**src/rtl/flash_sg_pkg.sv**
```systemverilog
package flash_sg_pkg;
  localparam logic [7:0] OP_WREN = 8'h06;
  localparam logic [7:0] OP_WRDI = 8'h04;
  localparam logic [7:0] OP_RDSR = 8'h05;
  localparam logic [7:0] OP_WRSR = 8'h01;
  localparam logic [7:0] OP_PP   = 8'h02;
  localparam logic [7:0] OP_SE   = 8'hD8;
  localparam logic [7:0] OP_BE   = 8'hC7;

  typedef enum logic [2:0] {
    K_NONE, K_WREN, K_WRDI, K_WRSR, K_PP, K_SE, K_BE
  } kind_t;

  typedef struct packed {
    logic       valid;
    kind_t      kind;
    logic       upper;    // sector select from address byte
    logic       nv_lock;  // new lock bit for a status write
    logic [1:0] nv_bp;    // new protect field for a status write
  } cmd_t;
endpackage

```
**src/rtl/fsg_cmd_decode.sv**
```systemverilog
module fsg_cmd_decode
  import flash_sg_pkg::*;
#(
  parameter int SECTOR_BIT = 7
) (
  input  logic       clk,
  input  logic       rst_n,
  input  logic       cs_active,
  input  logic       rx_valid,
  input  logic [7:0] rx_byte,
  output cmd_t       cmd,
  output logic       rd_start
);
  localparam int CNT_W = 2;
  localparam logic [CNT_W-1:0] CNT_SAT = '1;

  logic             cs_q;
  logic [CNT_W-1:0] cnt;
  logic [7:0]       op;
  logic             upper_q, lock_q;
  logic [1:0]       bp_q;
  kind_t            kind_c;

  // classify by opcode and exact byte count at release
  always_comb begin
    kind_c = K_NONE;
    unique case (op)
      OP_WREN: if (cnt == 2'd1) kind_c = K_WREN;
      OP_WRDI: if (cnt == 2'd1) kind_c = K_WRDI;
      OP_BE:   if (cnt == 2'd1) kind_c = K_BE;
      OP_WRSR: if (cnt == 2'd2) kind_c = K_WRSR;
      OP_SE:   if (cnt == 2'd2) kind_c = K_SE;
      OP_PP:   if (cnt == CNT_SAT) kind_c = K_PP;
      default: kind_c = K_NONE;
    endcase
  end

  assign rd_start = cs_active && rx_valid && (cnt == '0) && (rx_byte == OP_RDSR);

  always_ff @(posedge clk or negedge rst_n) begin
    if (!rst_n) begin
      cs_q    <= 1'b0;
      cnt     <= '0;
      op      <= '0;
      upper_q <= 1'b0;
      lock_q  <= 1'b0;
      bp_q    <= '0;
      cmd     <= '0;
    end else begin
      cs_q <= cs_active;
      cmd  <= '0;
      if (cs_active) begin
        if (rx_valid) begin
          if (cnt == '0) op <= rx_byte;
          if (cnt == 2'd1) begin
            upper_q <= rx_byte[SECTOR_BIT];
            lock_q  <= rx_byte[7];
            bp_q    <= rx_byte[3:2];
          end
          if (cnt != CNT_SAT) cnt <= cnt + 1'b1;
        end
      end else begin
        cnt <= '0;
        if (cs_q) begin
          cmd.valid   <= (kind_c != K_NONE);
          cmd.kind    <= kind_c;
          cmd.upper   <= upper_q;
          cmd.nv_lock <= lock_q;
          cmd.nv_bp   <= bp_q;
        end
      end
    end
  end
endmodule

```
**src/rtl/fsg_protect.sv**
```systemverilog
module fsg_protect
  import flash_sg_pkg::*;
(
  input  cmd_t       cmd,
  input  logic       busy,
  input  logic       wel,
  input  logic       lock,
  input  logic [1:0] bp,
  input  logic       wp_n,
  output logic       accept
);
  logic sector_guarded;
  logic hw_locked;

  // two-sector protect decode
  always_comb begin
    unique case (bp)
      2'b00:   sector_guarded = 1'b0;
      2'b01:   sector_guarded = cmd.upper;
      default: sector_guarded = 1'b1;
    endcase
  end

  assign hw_locked = lock && !wp_n;

  always_comb begin
    accept = 1'b0;
    if (cmd.valid && !busy) begin
      unique case (cmd.kind)
        K_WREN, K_WRDI: accept = 1'b1;
        K_WRSR:         accept = wel && !hw_locked;
        K_PP, K_SE:     accept = wel && !sector_guarded;
        K_BE:           accept = wel && (bp == 2'b00);
        default:        accept = 1'b0;
      endcase
    end
  end
endmodule

```
**src/rtl/fsg_busy_timer.sv**
```systemverilog
module fsg_busy_timer
  import flash_sg_pkg::*;
#(
  parameter int unsigned T_WRSR = 200,
  parameter int unsigned T_PP   = 3000,
  parameter int unsigned T_SE   = 20000,
  parameter int unsigned T_BE   = 60000
) (
  input  logic  clk,
  input  logic  rst_n,
  input  logic  start,
  input  kind_t kind,
  output logic  busy,
  output logic  done
);
  localparam int unsigned MAX_A = (T_WRSR > T_PP) ? T_WRSR : T_PP;
  localparam int unsigned MAX_B = (T_SE > T_BE) ? T_SE : T_BE;
  localparam int unsigned MAX_D = (MAX_A > MAX_B) ? MAX_A : MAX_B;
  localparam int CW = $clog2(MAX_D + 1);

  logic [CW-1:0] cnt;
  logic [CW-1:0] load_val;

  // per-kind duration, loaded as count minus one
  always_comb begin
    unique case (kind)
      K_WRSR:  load_val = CW'(T_WRSR - 1);
      K_PP:    load_val = CW'(T_PP - 1);
      K_SE:    load_val = CW'(T_SE - 1);
      K_BE:    load_val = CW'(T_BE - 1);
      default: load_val = '0;
    endcase
  end

  assign done = busy && (cnt == '0);

  always_ff @(posedge clk or negedge rst_n) begin
    if (!rst_n) begin
      busy <= 1'b0;
      cnt  <= '0;
    end else if (start) begin
      busy <= 1'b1;
      cnt  <= load_val;
    end else if (busy) begin
      if (cnt == '0) busy <= 1'b0;
      else           cnt  <= cnt - 1'b1;
    end
  end

  a_r2_busy_runs_out: assert property (@(posedge clk) disable iff (!rst_n)
    (busy && cnt != '0 && !start) |=> busy);
endmodule

```
**src/rtl/fsg_status_reader.sv**
```systemverilog
module fsg_status_reader (
  input  logic       clk,
  input  logic       rst_n,
  input  logic       cs_active,
  input  logic       rd_start,
  input  logic [7:0] status,
  input  logic       tx_ready,
  output logic       tx_valid,
  output logic [7:0] tx_byte
);
  logic reading;

  assign tx_valid = reading;

  // snapshot on entry and after each handshake
  always_ff @(posedge clk or negedge rst_n) begin
    if (!rst_n) begin
      reading <= 1'b0;
      tx_byte <= '0;
    end else if (!cs_active) begin
      reading <= 1'b0;
    end else if (rd_start) begin
      reading <= 1'b1;
      tx_byte <= status;
    end else if (reading && tx_ready) begin
      tx_byte <= status;
    end
  end

  a_r10_hold_under_backpressure: assert property (@(posedge clk) disable iff (!rst_n)
    (tx_valid && !tx_ready && cs_active) |=> (!cs_active || (tx_valid && $stable(tx_byte))));
  a_r1_zero_bits: assert property (@(posedge clk) disable iff (!rst_n)
    tx_valid |-> (tx_byte[6:4] == 3'b000));
endmodule

```
**src/rtl/flash_status_guard.sv**
```systemverilog
module flash_status_guard
  import flash_sg_pkg::*;
#(
  parameter int unsigned T_WRSR     = 200,
  parameter int unsigned T_PP       = 3000,
  parameter int unsigned T_SE       = 20000,
  parameter int unsigned T_BE       = 60000,
  parameter int          SECTOR_BIT = 7
) (
  input  logic       clk,
  input  logic       por_n,
  input  logic       rst_n,
  input  logic       cs_active,
  input  logic       wp_n,
  input  logic       rx_valid,
  input  logic [7:0] rx_byte,
  input  logic       tx_ready,
  output logic       tx_valid,
  output logic [7:0] tx_byte,
  output logic       busy
);
  logic       rst_all_n;
  cmd_t       cmd;
  logic       rd_start;
  logic       accept;
  logic       done;
  logic       start;
  logic       wel;
  logic       lock;
  logic [1:0] bp;
  logic [7:0] status;

  assign rst_all_n = rst_n && por_n;
  assign status    = {lock, 3'b000, bp, wel, busy};

  fsg_cmd_decode #(.SECTOR_BIT(SECTOR_BIT)) u_dec (
    .clk(clk), .rst_n(rst_all_n), .cs_active(cs_active),
    .rx_valid(rx_valid), .rx_byte(rx_byte), .cmd(cmd), .rd_start(rd_start)
  );

  fsg_protect u_prot (
    .cmd(cmd), .busy(busy), .wel(wel), .lock(lock), .bp(bp),
    .wp_n(wp_n), .accept(accept)
  );

  assign start = accept && (cmd.kind inside {K_WRSR, K_PP, K_SE, K_BE});

  fsg_busy_timer #(.T_WRSR(T_WRSR), .T_PP(T_PP), .T_SE(T_SE), .T_BE(T_BE)) u_tmr (
    .clk(clk), .rst_n(rst_all_n), .start(start), .kind(cmd.kind),
    .busy(busy), .done(done)
  );

  fsg_status_reader u_rd (
    .clk(clk), .rst_n(rst_all_n), .cs_active(cs_active), .rd_start(rd_start),
    .status(status), .tx_ready(tx_ready), .tx_valid(tx_valid), .tx_byte(tx_byte)
  );

  // volatile write-enable latch
  always_ff @(posedge clk or negedge rst_all_n) begin
    if (!rst_all_n)                        wel <= 1'b0;
    else if (accept && cmd.kind == K_WREN) wel <= 1'b1;
    else if (accept && cmd.kind == K_WRDI) wel <= 1'b0;
    else if (done)                         wel <= 1'b0;
  end

  // nonvolatile bits, cleared only by power-on reset
  always_ff @(posedge clk or negedge por_n) begin
    if (!por_n) begin
      lock <= 1'b0;
      bp   <= 2'b00;
    end else if (accept && cmd.kind == K_WRSR) begin
      lock <= cmd.nv_lock;
      bp   <= cmd.nv_bp;
    end
  end

  a_r9_locked_bits_stable: assert property (@(posedge clk) disable iff (!rst_all_n)
    (lock && !wp_n) |=> $stable({lock, bp}));
  a_r4_cycle_needs_wel: assert property (@(posedge clk) disable iff (!rst_all_n)
    (busy && !$past(busy)) |-> wel);
  a_r3_busy_keeps_wel: assert property (@(posedge clk) disable iff (!rst_all_n)
    (busy && !done && cmd.valid) |=> ($stable(wel) && busy));
  a_r8_be_blocked: assert property (@(posedge clk) disable iff (!rst_all_n)
    (cmd.valid && cmd.kind == K_BE && bp != 2'b00 && !busy) |=> !busy);
endmodule

```
**config.mk**
```make
export PLATFORM = sky130hd
export DESIGN_NAME = flash_status_guard
export DESIGN_NICKNAME = d
export VERILOG_FILES = /design/src/rtl/flash_sg_pkg.sv /design/src/rtl/fsg_cmd_decode.sv /design/src/rtl/fsg_protect.sv /design/src/rtl/fsg_busy_timer.sv /design/src/rtl/fsg_status_reader.sv /design/src/rtl/flash_status_guard.sv
export SDC_FILE = /design/constraint.sdc
export NUM_CORES = 1
export LEC_CHECK = 0
export BUFFER_PORTS_ARGS = -buffer_cell sky130_fd_sc_hd__buf_2
export CAP_MARGIN = 20
export CORE_MARGIN = 2
export CORE_UTILIZATION = 59
export CTS_CLUSTER_DIAMETER = 100
export DETAILED_ROUTE_END_ITERATION = 12
export GPL_ROUTABILITY_DRIVEN = 0
export GPL_TIMING_DRIVEN = 1
export PLACE_DENSITY = 0.76
export SKIP_CTS_REPAIR_TIMING = 1
export SYNTH_ARGS = -nofsm -noshare
export SYNTH_HDL_FRONTEND = slang
export SYNTH_SLANG_ARGS = --single-unit
```
**constraint.sdc**
```tcl
create_clock -name clk -period 3.1 [get_ports clk]
set_clock_uncertainty 0.1 [all_clocks]
set_input_delay 0.62 -clock clk [delete_from_list [all_inputs] [get_ports clk]]
set_output_delay 0.62 -clock clk [all_outputs]
set_load 0.005 [all_outputs]
```
# --- Word level (Yosys, flattened, before mapping) ---
# Index checks and enable logic that the tools add are counted.
op_classes:
  n_mux: 29
  n_addsub: 2
  n_reduce_logical: 34
  eq_ne: 22
op_table:
  columns: ["op", "n"]
  rows:
  - ["16-bit case mux with 4 select lines", 1]
  - ["16-bit two-way mux", 3]
  - ["8-bit two-way mux", 4]
  - ["8-bit by 3-bit == test with 1-bit output, second input constant", 3]
  - ["3-bit case mux with 6 select lines", 1]
  - ["8-bit == test, second input constant", 2]
  - ["16-bit zero test", 1]
  - ["16-bit by 1-bit subtractor with 16-bit output, second input constant", 1]
  - ["1-bit logical AND", 15]
  - ["1-bit two-way mux", 10]
  - ["2-bit two-way mux", 5]
  - ["3-bit == test, second input constant", 3]
  - ["3-bit two-way mux", 3]
  - ["8-bit by 1-bit == test with 1-bit output, second input constant", 1]
  - ["8-bit by 2-bit == test with 1-bit output, second input constant", 1]
  - ["3-bit by 2-bit == test with 1-bit output, second input constant", 2]
  - ["2-bit by 1-bit != test with 1-bit output, second input constant", 3]
  - ["2-bit AND reduction", 3]
  - ["3-bit AND reduction", 2]
  - ["3-bit nonzero test", 2]
  - ["2-bit by 1-bit == test with 1-bit output, second input constant", 2]
  - ["2-bit == test, second input constant", 2]
  - ["1-bit zero test", 4]
  - ["2-bit zero test", 2]
  - ["8 further kinds", 11]
word_totals:
  inputBits: 15
  reg_bits: 52
  out_inout_bits: 10

# --- Longest topological paths before layout ---
# Gate-level depths: netlist of run 1.
logic_depth:
  word_depth: 9
  depth_mapped: 6
  ltp_nobuf: 6

# --- Hierarchy ---
# From an unflattened synthesis of run 1, not the netlist that was laid out.
hier_totals:
  cells_unflattened: 308
  hier_area_um2: 3011.6
modules_own_cells:
  columns: ["mod", "seq_area_each_um2", "instances", "area_per_inst_um2", "cells_per_inst"]
  rows:
  - ["fsg_busy_timer", 425.4, 1, 1291.2, 147]
  - ["fsg_cmd_decode", 525.5, 1, 1056.0, 92]
  - ["fsg_status_reader", 225.2, 1, 392.9, 40]
  - ["flash_status_guard", 100.1, 1, 211.5, 19]
  - ["fsg_protect", 0.0, 1, 60.1, 10]

# --- Worst setup path before layout of run 1 ---
# No wires, ideal clock.
synth_timing:
  kind: "reg2reg"
  start: "register u_tmr.cnt[0]"
  end: "register u_tmr.cnt[13]"
  arrival_time_ns: 2.099
  stages_incl_launch_ff: 7
  setup_slack_ns: 0.778
  required_time_ns: 2.877
  cell_sequence: "dfrtp_1 -> inv_1 -> ha_1 -> or3b_2 -> o41ai_4 -> a32oi_1 -> o2bb2a_2"
synth_via:
  elab_chain_len: 4
synth_lines:
  columns: ["element", "line_no", "rtl"]
  rows:
  - ["from (decl)", "fsg_busy_timer.sv:21", "logic [CW-1:0] cnt;"]
  - ["from (signal assigned)", "fsg_busy_timer.sv:43", "cnt <= load_val;"]
  - ["from (signal assigned)", "fsg_busy_timer.sv:46", "else cnt <= cnt - 1'b1;"]
  - ["16-bit by 1-bit subtractor with 16-bit output", "fsg_busy_timer.sv:46", null]
  - ["16-bit two-way mux", "fsg_busy_timer.sv:45", "if (cnt == '0) busy <= 1'b0;"]
  - ["16-bit two-way mux", "fsg_busy_timer.sv:44", "end else if (busy) begin"]
  - ["16-bit two-way mux", "fsg_busy_timer.sv:41", "end else if (start) begin"]
# Several ways; a longest one is shown, not always the timed one. The select of a mux whose other input is x is not followed.
# A chain may end at the register's enable or synchronous reset.

# --- Worst setup path in the final report of run 1 ---
layout_timing:
  start: "register u_tmr.cnt[0]"
  end: "register u_tmr.cnt[8]"
# Same word-level chain as after synthesis.

==> results of run 1 <==
==> placed cells by master, fill, tap and decap left out, types with 4 or more instances in the layout <==
| cell type | Yosys | layout |
|---|---|---|
| or4_1 | 10 | 10 |
| o21ai_0 | 5 | 5 |
| inv_1 | 9 | 9 |
| buf_2 | 0 | 21 |
| clkbuf_8 | 0 | 5 |
| and2_1 | 5 | 4 |
| nand3_1 | 7 | 7 |
| nor3_1 | 6 | 6 |
| dfrtp_1 | 48 | 48 |
| nor2_1 | 10 | 10 |
| a31oi_1 | 7 | 7 |
| or3_1 | 4 | 4 |
| ha_1 | 5 | 5 |
| a21oi_1 | 7 | 7 |
| nand2_1 | 19 | 19 |
| nand2b_1 | 6 | 6 |
| nor2b_1 | 5 | 5 |
| o211ai_1 | 5 | 5 |
| buf_4 | 3 | 5 |
| mux2_2 | 16 | 16 |
| nor4_1 | 6 | 6 |
| nand4_1 | 7 | 7 |
==> worst min-delay path by stage <==
stage / start / end / slack (ps) / cells after the start
3_3_place_gp: por_n / lock / 320 / 1
3_5_place_dp: por_n / bp[1] / 320 / 1
4_1_cts: por_n / bp[1] / -9 / 1
5_1_grt: rst_n / wel / 210 / 2
6_report: rst_n / u_tmr.cnt[8] / 200 / 2
2_1_floorplan: por_n / bp[0] / 220 / 0
==> per-layer routing <==
metal | global-route usage (%) | vias up | wire, um | share of wire [%]
met5 | 0 | - | 0 | 0
li1 | - | 1004 | - | -
met1 | 31.3 | 999 | 2280 | 42
met3 | 4.42 | 12 | 337 | 6.3
met2 | 38.8 | 77 | 2650 | 49
met4 | 8.60 | 0 | 120 | 2.2
==> cell families (layout without fill, tap and decap cells) <==
logic type	after synthesis	count (layout)	share of synthesized area [%]
and+or+nand+nor	107	107	25.4
AOI/OAI and AO/OA	49	49	14.9
DFF	48	48	45.8
muxes	17	17	7.25
buffers and inverters	17	44	3.15
adders and majority gates	5	5	2.39
xor gates and xnor gates	3	3	1.00
other	1	3	0.143
==> state kept, by name (all words and copies together) (netlist names) <==
register	cells
bp	2
u_dec.cs_q	1
u_tmr.busy	1
u_rd.tx_byte	5
lock	1
u_dec.upper_q	1
u_tmr.cnt	16
u_dec.cmd	7
u_dec.cnt	2
u_dec.op	8
u_dec.bp_q	2
u_rd.tx_valid	1
wel	1
==> where the power goes <==
part           switching (W)  internal [W]  leakage, nW
logic              0.0000623     0.0000711        0.661
registers          0.0000525      0.000677        0.606
clock network       0.000223      0.000243       0.0548
total               0.000337      0.000991         1.32
==> critical path, cell delays in order (launching register included) <==
cell and delay [ps]:
dfrtp_1 400, inv_1 100, ha_1 200, or3b_2 540
o41ai_4 630, nand3_2 230, o221a_1 280
==> metrics by stage <==
stage / hold WS, ps / cells / cell area (um^2) / util [%]
6_report: 203 / 328 / 2920 / 67.4
5_1_grt: 210 / 328 / 2920 / 67.4
4_1_cts: -8.67 / 327 / 2910 / 67.2
3_5_place_dp: 324 / 319 / 2790 / 64.5
3_3_place_gp: 323 / 319 / 2790 / 64.5
2_1_floorplan: 224 / 249 / 2630 / -
==> final cells by class <==
class                      instances  area [um^2]  share of cell area [%]
multi-input combinational        184         1350                    46.2
inverter                           9         33.8                    1.16
timing repair buffer              27          153                    5.24
clock inverter                     3         46.3                    1.59
sequential                        48         1200                    41.2
clock buffer                       5         68.8                    2.36
tap                               52         65.1                    2.23
==> results.sh, run 1 <==
export IMPL_grt_pass1_wl_mm=9.34
export IMPL_syn_area_mm2=0.00262
export IMPL_hp_class="in2async"
export IMPL_cts_tree="yes"
export IMPL_clock_path_buffers=2
export IMPL_crit_end="u_tmr.cnt[8]"
export IMPL_yosys_most_used_dff="dfrtp_1"
export IMPL_slew_headroom_pct=47.5
export IMPL_core_area_mm2=0.00432
export IMPL_cts_made_buffers=5
export IMPL_drive_gt1_share_pct=21.7
export IMPL_r2r_end="u_tmr.cnt[8]"
export IMPL_drcViolationCount=0
export IMPL_grt_overflow_total=0
export IMPL_timing_rr_start="u_tmr.cnt[0]"
export IMPL_yosysWarnings=0
export IMPL_netlist_top_cell_by_area="dfrtp_1"
export IMPL_slew_violations=0
export IMPL_finalCritPeriodShare_pct=83.3
export IMPL_yosysMostFrequentCell="dfrtp_1"
export IMPL_synthTopCellsByArea="dfrtp_1 (46%), mux2_2 (6.9%), or4_1 (2.9%)"
export IMPL_arrival_ps=2680
export IMPL_die_x_um=70.7
export IMPL_p_per_area_mw_per_mm2=456
export IMPL_cts_max_level=2
export IMPL_setup_viol=0
export IMPL_r2r_slack_ps=520
export IMPL_synthTopCellsByCount="dfrtp_1 (48), nand2_1 (19), mux2_2 (16)"
export IMPL_hold_violations=0
export IMPL_max_cap_violations=0
export IMPL_drtAntennaViolNets=0
export IMPL_clock_latency_ps=310
export IMPL_synth_edff_count=0
export IMPL_route_final_wire_length_mm=5.39
export IMPL_final_setup_tns_ps=0
export IMPL_via_per_inst=6.38
export IMPL_finalNetCount=295
export IMPL_grt_pass1_vias=1987
export IMPL_peakVddDrop_uv=331
export IMPL_tightest_slew_ps=780
export IMPL_grt_max_degree=35
export IMPL_drt_pass1_iter_count=4
export IMPL_grt_total_usage_pct=23.5
export IMPL_worstPathRequired_ps=3200
export IMPL_area_delta_synth_final_pct=11.2
export IMPL_rsz0062_at_grt="false"
export IMPL_startpoint_type="register"
export IMPL_synthArstFlopShare_pct=100
export IMPL_dp_hpwl_mm=3.94
export IMPL_p_leak_nw=1.32
export IMPL_root_buffer="clkbuf_8"
export IMPL_routedWlPerCell_um=16.4
export IMPL_p_total_w=0.00133
export IMPL_routed_via_count=2092
export IMPL_die_height_um=70.7
export IMPL_port_buffers=21
export IMPL_status="complete, no violations"
export IMPL_dr_first_iter_drc_count=192
export IMPL_finalCriticalPeriod_ps=2580
export IMPL_ff2ff_path_depth=6
export IMPL_synth_cells=247
export IMPL_worst_setup_path_end_kind="register"
export IMPL_yosys_register_bits=48
export IMPL_pre_cts_ws_ps=549
export IMPL_path_clk_slew_ps=90
export IMPL_netlist_area_leader_share_pct=45.8
export IMPL_rows=24
export IMPL_antennaDiodeCount=0
export IMPL_synthDistinctLibCells=56
export IMPL_die_area_mm2=0.00499
export IMPL_worstSetupStartpoint="u_tmr.cnt[0]"
export IMPL_syn_avg_cell_area_um2=10.6
export IMPL_yosysSeqAreaShare_pct=45.8
export IMPL_crit_type="reg2reg"
export IMPL_ios=25
export IMPL_max_freq_mhz=387
export IMPL_clock_sinks=48
export IMPL_path_max_fanout=9
export IMPL_setup_ws_ps=518
export IMPL_antenna_found_initial=0
export IMPL_fillers=348
export IMPL_start_util_pct=60.6
Power figures use the tool's default switching activity.
==> inputs of run 2 (changes only) <==
--- a/config.mk
+++ b/config.mk
@@ -5,6 +5,7 @@
 export SDC_FILE = /design/constraint.sdc
 export NUM_CORES = 1
 export LEC_CHECK = 0
+export ABC_AREA = 1
 export BUFFER_PORTS_ARGS = -buffer_cell sky130_fd_sc_hd__buf_2
 export CAP_MARGIN = 20
 export CORE_MARGIN = 2
==> constraint.sdc (replaced) <==
create_clock -name clk -period 2.6 [get_ports clk]
set_clock_uncertainty 0.1 [all_clocks]
set_input_delay 0.52 -clock clk [delete_from_list [all_inputs] [get_ports clk]]
set_output_delay 0.52 -clock clk [all_outputs]
set_load 0.005 [all_outputs]
==> run 2 against run 1 <==
Worst hold slack got worse by 64 ps. Total power is 30% higher. Setup slack better by 130 ps. Critical endpoint unchanged.
==> results.sh, run 2 <==
export IMPL_status="complete, no violations"
export IMPL_start_util_pct=60.4
export IMPL_drive_gt1_share_pct=10.8
export IMPL_syn_area_mm2=0.00280
export IMPL_max_freq_mhz=513
export IMPL_p_leak_nw=1.81
export IMPL_tightest_slew_ps=658
export IMPL_netlist_top_cell_by_area="dfrtp_1"
export IMPL_setup_viol=0
export IMPL_routed_via_count=2434
export IMPL_peakVddDrop_uv=412
export IMPL_layout_common_cells="nand2_1 (153), nor2_1 (54), dfrtp_1 (48), inv_1 (37), nand3_1 (36)"
export IMPL_largest_reg_flops=16
export IMPL_grt_pass1_vias=2292
export IMPL_routedWlPerCell_um=11.8
export IMPL_grt_max_degree=20
export IMPL_syn_avg_cell_area_um2=7.01
export IMPL_drcViolationCount=0
export IMPL_core_area_mm2=0.00463
export IMPL_cts_tree="yes"
export IMPL_antenna_found_initial=0
export IMPL_finalCriticalPeriod_ps=1950
export IMPL_slew_violations=0
export IMPL_hold_violations=0
export IMPL_path_cells="inv_1 -> ha_1 -> nand2_1 -> nor2_2 -> nand2_1 -> nand2_2 -> nand2_4 -> inv_2 -> nand2_1 -> nand2_1"
export IMPL_cts_made_buffers=5
export IMPL_synthTopCellsByArea="dfrtp_1 (43%), nand2_1 (21%), nor2_1 (7.3%)"
export IMPL_startpoint_type="register"
export IMPL_path_clk_slew_ps=90
export IMPL_seqCellArea_mm2=0.00120
export IMPL_cp_num_buf_inv=2
export IMPL_clock_path_buffers=2
export IMPL_slowest_delay_ps=410
export IMPL_yosysMostFrequentCell="nand2_1"
export IMPL_route_final_wire_length_mm=5.65
export IMPL_die_x_um=72.8
export IMPL_drtAntennaViolNets=0
export IMPL_dr_first_iter_drc_count=181
export IMPL_hp_class="in2async"
export IMPL_p_per_area_mw_per_mm2=559
export IMPL_synthTopCellsByCount="nand2_1 (153), nor2_1 (54), dfrtp_1 (48)"
export IMPL_path_max_fanout=15
export IMPL_clock_latency_ps=300
export IMPL_arrival_ps=2090
export IMPL_crit_type="reg2reg"
export IMPL_top_regs="u_tmr.cnt (16), u_dec.op (8), u_dec.cmd (7)"
export IMPL_clock_sinks=48
export IMPL_rows=25
export IMPL_ios=25
export IMPL_netlist_area_leader_share_pct=43.0
export IMPL_yosysSeqAreaShare_pct=43.0
export IMPL_synth_edff_count=0
export IMPL_cts_max_level=2
export IMPL_synth_cells=399
export IMPL_die_height_um=72.8
export IMPL_final_setup_tns_ps=0
export IMPL_via_per_inst=5.08
export IMPL_crit_family="simple AND/OR/NAND/NOR gates"
export IMPL_worstPathRequired_ps=2740
export IMPL_port_buffers=21
export IMPL_yosys_most_used_dff="dfrtp_1"
export IMPL_worst_path_most_repeated_cell="nand2_1"
export IMPL_synthDistinctLibCells=27
export IMPL_finalNetCount=444
export IMPL_grt_overflow_total=0
export IMPL_dp_hpwl_mm=4.36
export IMPL_slew_headroom_pct=55.9
export IMPL_top_register="u_tmr.cnt"
export IMPL_die_area_mm2=0.00530
export IMPL_multi_input_area_mm2=0.00138
export IMPL_fillers=417
export IMPL_grt_pass1_wl_mm=10.0
export IMPL_cp_slowest_cell="dfrtp_1"
export IMPL_grt_total_usage_pct=24.0
export IMPL_layout_commonest_cell="nand2_1"
export IMPL_worst_setup_path_end_kind="register"
export IMPL_root_buffer="clkbuf_8"
export IMPL_area_delta_synth_final_pct=10.3
export IMPL_yosys_register_bits=48
export IMPL_antennaDiodeCount=0
export IMPL_drt_pass1_iter_count=4
export IMPL_finalCritPeriodShare_pct=75.0
export IMPL_synthArstFlopShare_pct=100
export IMPL_yosysWarnings=0
export IMPL_max_cap_violations=0
export IMPL_rsz0062_at_grt="false"
export IMPL_p_total_w=0.00172
[run 2: cell count changes after synthesis, sizes merged, moves of 6 or more]
| cell | before | now |
|---|---|---|
| mux2 | 16 | 0 |
| a31oi | 7 | 0 |
| o21ai | 5 | 15 |
| nand2b | 6 | 0 |
| inv | 9 | 41 |
| nand2 | 19 | 159 |
| nor4 | 7 | 1 |
| nand3 | 8 | 37 |
| or4 | 10 | 0 |
| nor2 | 10 | 56 |
[run 2: area by class of cell]
class,instances,share of cell area [%]
Inverter,41,4.99
Clock buffer,5,2.23
Timing Repair Buffer,25,4.47
Clock inverter,3,2.23
Multi-Input combinational cell,303,44.9
Sequential cell,48,39.0
Tap cell,54,2.19
[run 2: worst paths after layout]
check	startpoint	endpoint	slack (ps)	cells after the start
setup / recovery	u_tmr.cnt[0]	u_tmr.cnt[8]	650	10
hold / removal	rst_n	u_dec.cmd[2]	140	3
setup reg to reg	u_tmr.cnt[0]	u_tmr.cnt[8]	650	10
hold reg to reg	u_dec.bp_q[0]	u_dec.bp_q[0]	390	2
max in group asynchronous	por_n	u_tmr.busy	1060	5
min in group clk	cs_active	u_dec.cs_q	360	1
[run 2: power by group]
part / switching [W] / internal [W]
logic: 0.000138 / 0.0000764
registers: 0.0000515 / 0.000813
clock network: 0.000258 / 0.000387
total: 0.000448 / 0.00128
[run 2: cell families after synthesis]
family,share of synthesized area [%]
other,0.134
adder cells (fa/ha/maj),2.24
buffers and inverters,7.79
flip-flops,43.0
AND/OR/NAND/NOR,40.1
AO/OA/AOI/OAI,4.88
XOR/XNOR,1.88
[run 2: routing by layer]
layer,wire [um],vias up,GRT usage (%)
li1,-,1281,-
met1,2770,1081,33.7
met2,2540,62,39.0
met3,244,10,3.31
met4,99,0,7.00
met5,0,-,0
[run 2: per-stage QoR]
stage	utilization, %	setup WS [ps]	instance area [um^2]	instances	hold slack [ps]
after global placement	63.4	699	2930	470	222
after global routing	66.6	490	3080	479	191
after detailed placement	63.4	661	2930	470	223
after CTS	66.4	654	3070	478	-113
final	66.6	650	3080	479	139
after floorplan	-	878	2800	401	124
[run 2: worst register-to-register path: cells and delay by family (launching register included)]
kind                       cells  cell delay, ps
and+or+nand+nor                7             850
adders and majority gates      1             200
DFF                            1             410
buffers and inverters          2             340
==> inputs of run 3 (changes only) <==
==> constraint.sdc (replaced) <==
create_clock -name clk -period 1.9 [get_ports clk]
set_clock_uncertainty 0.1 [all_clocks]
set_input_delay 0.38 -clock clk [delete_from_list [all_inputs] [get_ports clk]]
set_output_delay 0.38 -clock clk [all_outputs]
set_load 0.005 [all_outputs]
==> run 3 against run 2 <==
Critical path type unchanged. Routed wire length up 3.7%. Via count up 2.7%. The flow now finishes with violations (negative hold slack). Clock power up 17%. Sequential power up 37%. Highest routed layer unchanged. Combinational power up 37%.
==> results.sh, run 3 (synthesis results as in run 2) <==
export IMPL_slew_headroom_pct=56.7
export IMPL_rows=25
export IMPL_crit_type="reg2reg"
export IMPL_dr_first_iter_drc_count=217
export IMPL_dp_hpwl_mm=4.49
export IMPL_cts_tree="yes"
export IMPL_setup_ws_ps=123
export IMPL_setup_viol=0
export IMPL_tightest_slew_ps=646
export IMPL_drcViolationCount=0
export IMPL_worst_setup_path_end_kind="register"
export IMPL_top_regs="u_tmr.cnt (16), u_dec.op (8), u_dec.cmd (7)"
export IMPL_crit_family="simple AND/OR/NAND/NOR gates"
export IMPL_finalCritPeriodShare_pct=93.5
export IMPL_final_setup_tns_ps=0
export IMPL_cp_slowest_cell="dfrtp_1"
export IMPL_worst_path_most_repeated_cell="nand2_2"
export IMPL_core_area_mm2=0.00463
export IMPL_worstSetupStartpoint="u_dec.cmd[6]"
export IMPL_cp_num_buf_inv=1
export IMPL_p_leak_nw=1.83
export IMPL_cts_max_level=2
export IMPL_status="finished, violations left"
export IMPL_antennaDiodeCount=0
export IMPL_largest_reg_flops=16
export IMPL_crit_end="bp[1]"
export IMPL_slowest_delay_ps=540
export IMPL_worstPathRequired_ps=2000
export IMPL_max_cap_violations=0
export IMPL_cts_made_buffers=5
export IMPL_grt_pass1_wl_mm=10.3
export IMPL_clock_latency_ps=300
export IMPL_drt_pass1_iter_count=4
export IMPL_p_per_area_mw_per_mm2=709
export IMPL_worst_path_stages=7
export IMPL_arrival_ps=1880
export IMPL_startpoint_type="register"
export IMPL_grt_pass1_vias=2302
export IMPL_fillers=382
export IMPL_ios=25
export IMPL_routedWlPerCell_um=12.1
export IMPL_violations="negative hold slack"
export IMPL_via_per_inst=5.14
export IMPL_grt_overflow_total=0
export IMPL_slew_violations=0
export IMPL_max_freq_mhz=563
export IMPL_clock_sinks=48
export IMPL_path_clk_slew_ps=100
export IMPL_start_util_pct=60.4
export IMPL_finalCriticalPeriod_ps=1780
export IMPL_layout_common_cells="nand2_1 (153), nor2_1 (54), dfrtp_1 (48), inv_1 (37), nand3_1 (36)"
export IMPL_port_buffers=21
export IMPL_clock_path_buffers=2
export IMPL_r2r_slack_ps=120
export IMPL_die_height_um=72.8
export IMPL_ff2ff_path_depth=7
export IMPL_hold_violations=2
export IMPL_area_delta_synth_final_pct=12.6
export IMPL_grt_total_usage_pct=24.8
export IMPL_routed_via_count=2500
export IMPL_dp_cells=475
export IMPL_drive_gt1_share_pct=12.5
export IMPL_die_x_um=72.8
export IMPL_r2r_end="bp[1]"
export IMPL_root_buffer="clkbuf_8"
export IMPL_finalNetCount=451
export IMPL_path_max_fanout=8
export IMPL_grt_max_degree=21
export IMPL_timing_rr_start="u_dec.cmd[6]"
export IMPL_whs_ps=-6.44
export IMPL_top_register="u_tmr.cnt"
export IMPL_layout_commonest_cell="nand2_1"
export IMPL_peakVddDrop_uv=482
export IMPL_final_cells=486
export IMPL_pre_cts_ws_ps=105
export IMPL_die_area_mm2=0.00530
export IMPL_path_cells="inv_2 -> nand2_2 -> nand2_2 -> nor3_1 -> nand2_1 -> nor2_1 -> a21oi_1"
export IMPL_antenna_found_initial=0
export IMPL_p_total_w=0.00223
export IMPL_drtAntennaViolNets=0
export IMPL_hp_class="in2async"
export IMPL_route_final_wire_length_mm=5.86
## run 3: power breakdown
group	total, W	leakage (nW)	switching [W]	internal [W]
Clock	0.000756	0.0548	0.000359	0.000397
Sequential	0.00118	0.640	0.0000677	0.00111
Combinational	0.000294	1.14	0.000187	0.000108
## run 3: final cells by class
cell class	instances	area [um^2]	share of cell area, %
clock buffers	5	68.8	2.19
repair buffers	31	195	6.20
well taps	54	67.6	2.15
clock inverters	3	46.3	1.47
inverters	41	156	4.97
flip-flops and latches	48	1200	38.2
multi-input cells	304	1410	44.9
## run 3: worst min path at each step
stage	from	endpoint	depth (start not counted)
global route	rst_n	u_rd.tx_valid	3
detailed placement	por_n	bp[1]	1
finish	rst_n	u_rd.tx_valid	3
CTS	por_n	lock	1
global placement	por_n	bp[1]	1
floorplan	por_n	bp[0]	0
## run 3: metal layers
metal	vias to the layer above	GRT usage, %	part of all wire [%]
met5	-	0	0
met3	10	4.28	4.2
met4	0	8.64	1.3
met1	1121	34.3	45
met2	67	39.5	49
li1	1302	-	-
## run 3: tightest hold or removal path: cells and delay by family
| kind | cells | cell delay (ps) |
|---|---|---|
| buf+inv | 2 | 410 |
| simple gates | 1 | 40 |
## run 3: metrics by stage
step	area (um^2)	util (%)
global placement	2980	64.5
global route	3150	68.0
detailed placement	2980	64.5
finish	3150	68.0
CTS	3100	66.9
floorplan	2800	-
